**config.mk**
```make
export PLATFORM = sky130hd
export DESIGN_NAME = lineFillBuf
export DESIGN_NICKNAME = d
export VERILOG_FILES = /design/src/rtl/lfbPkg.sv /design/src/rtl/lfbCtrl.sv /design/src/rtl/lfbDatapath.sv /design/src/rtl/lineFillBuf.sv
export SDC_FILE = /design/constraint.sdc
export NUM_CORES = 1
export LEC_CHECK = 0
export ABC_AREA = 1
export CAP_MARGIN = 20
export CORE_ASPECT_RATIO = 0.9
export CORE_MARGIN = 4
export CORE_UTILIZATION = 55
export CTS_CLUSTER_DIAMETER = 30
export DETAILED_ROUTE_END_ITERATION = 16
export DONT_BUFFER_PORTS = 1
export GPL_TIMING_DRIVEN = 0
export HOLD_SLACK_MARGIN = 0.08
export PLACE_DENSITY = 0.7
export SLEW_MARGIN = 20
export SYNTH_ARGS = -nofsm -noshare
export SYNTH_HDL_FRONTEND = slang
export SYNTH_SLANG_ARGS = --single-unit
```
**constraint.sdc**
```tcl
create_clock -name clk -period 4.69 [get_ports clk]
set_input_delay 1.1725 -clock clk [delete_from_list [all_inputs] [get_ports clk]]
set_output_delay 1.1725 -clock clk [all_outputs]
set_load 0.01 [all_outputs]
```
**src/rtl/lfbPkg.sv**
```systemverilog
package lfbPkg;
  typedef struct packed {
    logic capture;
    logic load;
    logic discard;
  } fillStrobeT;

  typedef enum logic [1:0] {
    ST_IDLE  = 2'd0,
    ST_FILL  = 2'd1,
    ST_WRITE = 2'd2,
    ST_FAULT = 2'd3
  } fillStateT;
endpackage

```
**src/rtl/lfbCtrl.sv**
```systemverilog
module lfbCtrl
  import lfbPkg::*;
#(
  parameter int WORDS = 4
) (
  input  logic                       clk,
  input  logic                       rstN,
  input  logic                       fillStart,
  input  logic                       busValid,
  input  logic                       busLast,
  input  logic                       busErr,
  output fillStrobeT                 strobes,
  output logic [$clog2(WORDS)-1:0]   wordSel,
  output logic                       busy,
  output logic                       lineWr,
  output logic                       faultPulse
);
  localparam int WSEL_W = $clog2(WORDS);
  localparam logic [WSEL_W-1:0] LAST_BEAT = WSEL_W'(WORDS - 1);

  fillStateT state, stateNext;
  logic [WSEL_W-1:0] beatCnt;

  always_comb begin
    stateNext = state;
    strobes   = '0;
    unique case (state)
      ST_IDLE: if (fillStart) begin
        strobes.capture = 1'b1;
        stateNext       = ST_FILL;
      end
      ST_FILL: if (busValid) begin
        if (busErr) begin
          strobes.discard = 1'b1;
          stateNext       = ST_FAULT;
        end else begin
          strobes.load = 1'b1;
          if (beatCnt == LAST_BEAT) stateNext = ST_WRITE;
        end
      end
      ST_WRITE: stateNext = ST_IDLE;
      ST_FAULT: stateNext = ST_IDLE;
      default:  stateNext = ST_IDLE;
    endcase
  end

  always_ff @(posedge clk) begin
    if (!rstN) begin
      state   <= ST_IDLE;
      beatCnt <= '0;
    end else begin
      state <= stateNext;
      if (strobes.capture)   beatCnt <= '0;
      else if (strobes.load) beatCnt <= beatCnt + 1'b1;
    end
  end

  assign wordSel    = beatCnt;
  assign busy       = (state != ST_IDLE);
  assign lineWr     = (state == ST_WRITE);
  assign faultPulse = (state == ST_FAULT);

  assert_last_on_final_beat_R2: assert property (@(posedge clk) disable iff (!rstN)
    (state == ST_FILL && busValid && !busErr) |-> (busLast == (beatCnt == LAST_BEAT)));

  assert_single_write_R3: assert property (@(posedge clk) disable iff (!rstN)
    lineWr |=> !lineWr && !busy);
endmodule

```
**src/rtl/lfbDatapath.sv**
```systemverilog
module lfbDatapath
  import lfbPkg::*;
#(
  parameter int ADDR_W = 32,
  parameter int WORD_W = 32,
  parameter int WORDS  = 4,
  parameter int SETS   = 256,
  parameter int WAYS   = 4
) (
  input  logic                                         clk,
  input  logic                                         rstN,
  input  fillStrobeT                                   strobes,
  input  logic [$clog2(WORDS)-1:0]                     wordSel,
  input  logic                                         busy,
  input  logic                                         lineWr,
  input  logic [ADDR_W-1:0]                            fillAddr,
  input  logic [$clog2(WAYS)-1:0]                      fillWay,
  input  logic [WORD_W-1:0]                            busData,
  input  logic                                         reqValid,
  input  logic                                         reqWrite,
  input  logic [ADDR_W-1:0]                            reqAddr,
  input  logic                                         reqHitArray,
  output logic                                         reqStall,
  output logic                                         fwdValid,
  output logic [WORD_W-1:0]                            fwdData,
  output logic [$clog2(SETS)-1:0]                      lineWrIndex,
  output logic [ADDR_W-$clog2(WORDS*WORD_W/8)-$clog2(SETS)-1:0] lineWrTag,
  output logic [$clog2(WAYS)-1:0]                      lineWrWay,
  output logic [WORDS*WORD_W-1:0]                      lineWrData
);
  localparam int BYTE_W = $clog2(WORD_W / 8);
  localparam int WSEL_W = $clog2(WORDS);
  localparam int OFF_W  = BYTE_W + WSEL_W;
  localparam int IDX_W  = $clog2(SETS);
  localparam int LINE_W = ADDR_W - OFF_W;
  localparam int TAG_W  = LINE_W - IDX_W;
  localparam int WAY_W  = $clog2(WAYS);

  logic [LINE_W-1:0] lineAddr;
  logic [WAY_W-1:0]  wayReg;
  logic [WORD_W-1:0] lineBuf [WORDS];
  logic [WORDS-1:0]  wordMask;

  always_ff @(posedge clk) begin
    if (!rstN) begin
      lineAddr <= '0;
      wayReg   <= '0;
      wordMask <= '0;
      for (int i = 0; i < WORDS; i++) lineBuf[i] <= '0;
    end else begin
      if (strobes.capture) begin
        lineAddr <= fillAddr[ADDR_W-1:OFF_W];
        wayReg   <= fillWay;
        wordMask <= '0;
      end
      if (strobes.load) begin
        lineBuf[wordSel]  <= busData;
        wordMask[wordSel] <= 1'b1;
      end
      if (strobes.discard) wordMask <= '0;
    end
  end

  logic              sameLine;
  logic [WSEL_W-1:0] reqWord;
  logic              wordHere;

  assign sameLine = (reqAddr[ADDR_W-1:OFF_W] == lineAddr);
  assign reqWord  = reqAddr[BYTE_W +: WSEL_W];
  assign wordHere = wordMask[reqWord];

  always_comb begin
    reqStall = 1'b0;
    fwdValid = 1'b0;
    if (busy && reqValid) begin
      if (sameLine) begin
        fwdValid = !reqWrite && wordHere;
        reqStall = reqWrite || !wordHere;
      end else begin
        reqStall = !reqHitArray;
      end
    end
  end

  assign fwdData = lineBuf[reqWord];

  for (genvar w = 0; w < WORDS; w++) begin : gPack
    assign lineWrData[w*WORD_W +: WORD_W] = lineBuf[w];
  end

  assign lineWrIndex = lineAddr[IDX_W-1:0];
  assign lineWrTag   = lineAddr[LINE_W-1:IDX_W];
  assign lineWrWay   = wayReg;

  logic unusedLowBits;
  assign unusedLowBits = ^{reqAddr[BYTE_W-1:0], fillAddr[OFF_W-1:0], TAG_W[0]};

  assert_full_before_write_R3: assert property (@(posedge clk) disable iff (!rstN)
    lineWr |-> (&wordMask));

  assert_one_word_per_beat_R2: assert property (@(posedge clk) disable iff (!rstN)
    strobes.load |=> ($countones(wordMask) == $past($countones(wordMask)) + 1));

  assert_discard_clears_R9: assert property (@(posedge clk) disable iff (!rstN)
    strobes.discard |=> (wordMask == '0));
endmodule

```
**src/rtl/lineFillBuf.sv**
```systemverilog
module lineFillBuf
  import lfbPkg::*;
#(
  parameter int ADDR_W = 32,
  parameter int WORD_W = 32,
  parameter int WORDS  = 4,
  parameter int SETS   = 256,
  parameter int WAYS   = 4
) (
  input  logic                                         clk,
  input  logic                                         rstN,
  input  logic                                         fillStart,
  input  logic [ADDR_W-1:0]                            fillAddr,
  input  logic [$clog2(WAYS)-1:0]                      fillWay,
  input  logic                                         busValid,
  input  logic [WORD_W-1:0]                            busData,
  input  logic                                         busLast,
  input  logic                                         busErr,
  input  logic                                         reqValid,
  input  logic                                         reqWrite,
  input  logic [ADDR_W-1:0]                            reqAddr,
  input  logic                                         reqHitArray,
  output logic                                         reqStall,
  output logic                                         fwdValid,
  output logic [WORD_W-1:0]                            fwdData,
  output logic                                         fillBusy,
  output logic                                         fillErr,
  output logic                                         lineWrValid,
  output logic [$clog2(SETS)-1:0]                      lineWrIndex,
  output logic [ADDR_W-$clog2(WORDS*WORD_W/8)-$clog2(SETS)-1:0] lineWrTag,
  output logic [$clog2(WAYS)-1:0]                      lineWrWay,
  output logic [WORDS*WORD_W-1:0]                      lineWrData
);
  fillStrobeT                 strobes;
  logic [$clog2(WORDS)-1:0]   wordSel;

  lfbCtrl #(.WORDS(WORDS)) uCtrl (
    .clk        (clk),
    .rstN       (rstN),
    .fillStart  (fillStart),
    .busValid   (busValid),
    .busLast    (busLast),
    .busErr     (busErr),
    .strobes    (strobes),
    .wordSel    (wordSel),
    .busy       (fillBusy),
    .lineWr     (lineWrValid),
    .faultPulse (fillErr)
  );

  lfbDatapath #(
    .ADDR_W(ADDR_W), .WORD_W(WORD_W), .WORDS(WORDS), .SETS(SETS), .WAYS(WAYS)
  ) uPath (
    .clk         (clk),
    .rstN        (rstN),
    .strobes     (strobes),
    .wordSel     (wordSel),
    .busy        (fillBusy),
    .lineWr      (lineWrValid),
    .fillAddr    (fillAddr),
    .fillWay     (fillWay),
    .busData     (busData),
    .reqValid    (reqValid),
    .reqWrite    (reqWrite),
    .reqAddr     (reqAddr),
    .reqHitArray (reqHitArray),
    .reqStall    (reqStall),
    .fwdValid    (fwdValid),
    .fwdData     (fwdData),
    .lineWrIndex (lineWrIndex),
    .lineWrTag   (lineWrTag),
    .lineWrWay   (lineWrWay),
    .lineWrData  (lineWrData)
  );

  assert_write_follows_beat_R3: assert property (@(posedge clk) disable iff (!rstN)
    lineWrValid |-> $past(busValid && !busErr));

  assert_err_follows_bus_err_R9: assert property (@(posedge clk) disable iff (!rstN)
    fillErr |-> $past(busValid && busErr));

  assert_idle_no_stall_R11: assert property (@(posedge clk) disable iff (!rstN)
    (reqStall || fwdValid) |-> (fillBusy && reqValid));

  assert_no_fwd_on_write_R7: assert property (@(posedge clk) disable iff (!rstN)
    (reqValid && reqWrite) |-> !fwdValid);
endmodule

```
==> results.tsv <==
stage	metric	value	unit
run_status	status	finished clean	
cells_and_area	area_delta_synth_final	11.7	%
floorplanning	die_w	130	µm
synth	synth.most_common_cell	nor2_1	
cells_and_area	finalNonFillerCells	976	
detailed_routing	dr.first_iter.drc_count	510	
cells_and_area	final_nets	910	
detailed_routing	dr.pass1.iters	6	
pwr	leakagePower	0.00321	µW
placement	place_congestion	0.806	
setup_path	cp_cell_sequence	inv_1 -> clkbuf_1 -> clkbuf_1 -> nor2_1 -> o22ai_1	
synth	synth-edff-count	128	
setup_path	crit_type	primary input to primary output	
detailed_routing	wl	21.4	mm
clocking	numCtsBuffers	17	
floorplanning	die_area	15400	µm²
synth	synth_cells	776	
setup_path	r2r-end	uPath.lineBuf[0][10]$_SDFFCE_PN0P_	
synth	yosysTopAreaCellShare	51.9	%
min_path	min_path_cells	2	
setup_path	slowest_stage	clkbuf_1	
setup_path	r2r_start	uCtrl.state[0]$_SDFFE_PN0P_	
clocking	cts_tree	yes	
synth	avgSynthCellArea	9.54	µm²
setup_path	required	3.52	ns
cells_and_area	diodes	0	
global_routing	grt_antenna_before_repair	0	
floorplanning	row_count	39	
global_routing	grt_start_max_net_pins	23	
synth	synth_top_cell_by_area	edfxtp_1	
floorplanning	core_area	12900	µm²
global_routing	grt_overflow	0	
placement	placed_area	7730	µm²
clocking	clock_sinks	166	
synth	yosys_warnings	0	
clocking	clk_latency	0.43	ns
clocking	clockBufferDepth	2	
synth	synth_mux_area_share	0	%
clocking	ctsResizeCount	0	
placement	dpl.cell_count	944	
detailed_routing	wl_per_cell	21.9	µm
synth	synth_common_cells	nor2_1 (221), edfxtp_1 (128), o21ai_0 (98)	
min_path	worstHoldStart	uPath.wordMask[1]$_SDFF_PP0_	
floorplanning	start_util	57.2	%
synth	yosys_register_bits	166	
global_routing	first_global_vias	5676	
detailed_routing	drc	0	
timing	final.min_clock_period	3.83	ns
timing	setup_slack	0.859	ns
synth	synth_compound_area_share	10.7	%
setup_path	startpoint_type	primary input	
synth	ys.flop_type	edfxtp_1	
timing	setup_viol	0	
clocking	post_cts_buffers	0	
synth	synth_nets	887	
synth	ys_seq_area_share	62.2	%
pwr	vdd_drop_max	0.000337	V
setup_path	crit_fanout	10	
placement	portBuffers	0	
run	max-cap-violations	0	
global_routing	grt_usage	27.1	%
min_path	holdPathEnd	uPath.wordMask[1]$_SDFF_PP0_	
timing	worstMarginPinSlew	0.607	ns
detailed_routing	ant_nets	0	
timing	rsz0062_at_grt	false	
detailed_routing	vias	5741	
setup_path	critPathCaptureType	primary output	
detailed_routing	viasPerCell	5.88	
setup_path	critPathArrivalTime	2.66	ns
placement	hpwl	15.6	mm
setup_path	worst_r2r_path_depth	10	
setup_path	cpPeakStageDelay	0.53	ns
synth	synth_xor_area_share	2.13	%
min_path	worstHoldPathType	flip-flop to flip-flop	
synth	synth_adder_area_share	0.676	%
timing	fin_skew	0.00947	ns
timing	relSlewSlack	59.5	%
timing	drv_slew	0	
floorplanning	io_pins	302	
setup_path	r2r_setup_slack	2.31	ns
global_routing	grt_first_pass_wirelength	31.4	mm
pwr	power.density	401	nW/µm²
clocking	clk_pin_slew	0.05	ns
clocking	cts_root_buf	clkbuf_16	
synth	synth_top_family_by_area	simple AND/OR/NAND/NOR gates	
cells_and_area	drive_gt1_share	6.90	%
clocking	cts-htree-levels	4	
synth	ys_async_sr_fraction	0	%
synth	yosys.area_share.simple	17.4	%
timing	fmax	261	MHz
synth	syn-cell-area	7400	µm²
synth	yosysUniqueCellTypes	24	
floorplanning	die_h	118	µm
clocking	ctsHoldBuffers	0	
placement	pre_cts_slack	0.902	ns
setup_path	cpMostUsedCell	clkbuf_1	
cells_and_area	nFillCells	1078	
synth	yosys-top-cells-area	edfxtp_1 (52%), nor2_1 (11%), dfxtp_1 (10%)	
timing	finalCritPeriodShare	81.7	%
timing	final-hold-violation-count	0	
cells_and_area	final_area	8270	µm²
## worst max-delay path, delay by kind of cell
| family | cells | cell delay (ns) |
|---|---|---|
| compound gates | 1 | 0.39 |
| simple gates | 1 | 0.09 |
| buf+inv | 3 | 1.01 |
## logic make-up (layout without fill, tap and decap cells)
kind of cell,count (synthesis),after routing
xor gates and xnor gates,18,18
buffers and inverters,115,151
adders and majority gates,4,4
AOI/OAI and AO/OA,149,149
and+or+nand+nor,324,324
DFF,166,166
## final cells by class
| cell class | instances | area, µm² | share of cell area (%) |
|---|---|---|---|
| clock buffers | 23 | 458 | 5.54 |
| well taps | 164 | 205 | 2.48 |
| repair buffers | 4 | 103 | 1.24 |
| flip-flops and latches | 166 | 4600 | 55.7 |
| inverters | 69 | 259 | 3.13 |
| plain buffers | 46 | 245 | 2.97 |
| multi-input cells | 495 | 2310 | 28.0 |
| clock inverters | 9 | 81.3 | 0.984 |
## state kept, by name, summed over array words and instances, names as in the netlist
signal,flops
uCtrl.state,2
uPath.lineWrWay,2
uPath.lineBuf,128
uCtrl.wordSel,2
uPath.wordMask,4
uPath.lineAddr,28
## how the worst max path moves through the flow
stage | from | endpoint | cells past startpoint
6_report | reqAddr[2] | fwdData[1] | 5
5_1_grt | reqAddr[2] | fwdData[1] | 5
4_1_cts | reqAddr[2] | fwdData[1] | 5
3_5_place_dp | reqAddr[2] | fwdData[1] | 5
3_3_place_gp | busValid | uPath.lineBuf[2][13]$_SDFFCE_PN0P_ | 4
2_1_floorplan | busValid | uPath.lineBuf[2][0]$_SDFFCE_PN0P_ | 4
## report_power, final
part | switching, µW | internal (µW) | leakage, µW
Combinational | 195 | 86.0 | 0.00132
Sequential | 93.5 | 1650 | 0.00164
Clock | 545 | 741 | 0.000257
## per-layer routing
metal  GRT usage [%]  share of wire [%]
met4            8.77                2.2
met2            45.6                 50
met3            8.80                 11
met1            32.6                 37
met5               0                  0
## metrics by stage
step / total power [µW] / util (%) / setup TNS (ns) / hold slack, ns
after floorplan: 1960 / - / 0 / 0.442
after global placement: 2040 / 58.8 / -35.42 / 0.452
after detailed placement: 2060 / 59.8 / 0 / 0.454
after CTS: 3330 / 63.9 / 0 / 0.463
after global routing: 3430 / 63.9 / 0 / 0.496
final: 3310 / 63.9 / 0 / 0.464
## cells in the final DEF, fill, tap and decap left out, types with 2 or more instances in the layout
cell type,instances
a21oi_1,17
buf_16,3
buf_2,4
buf_6,9
clkbuf_1,37
clkbuf_16,17
clkinv_2,4
clkinvlp_4,3
dfxtp_1,38
edfxtp_1,128
ha_1,4
inv_1,66
inv_2,2
nand2_1,56
nand2_2,6
nand3_1,2
nand4_1,2
nor2_1,221
nor2_2,2
nor3_1,34
o21ai_0,97
o22ai_1,32
xnor2_1,18
Note: power is estimated with default switching activity, not from simulation.
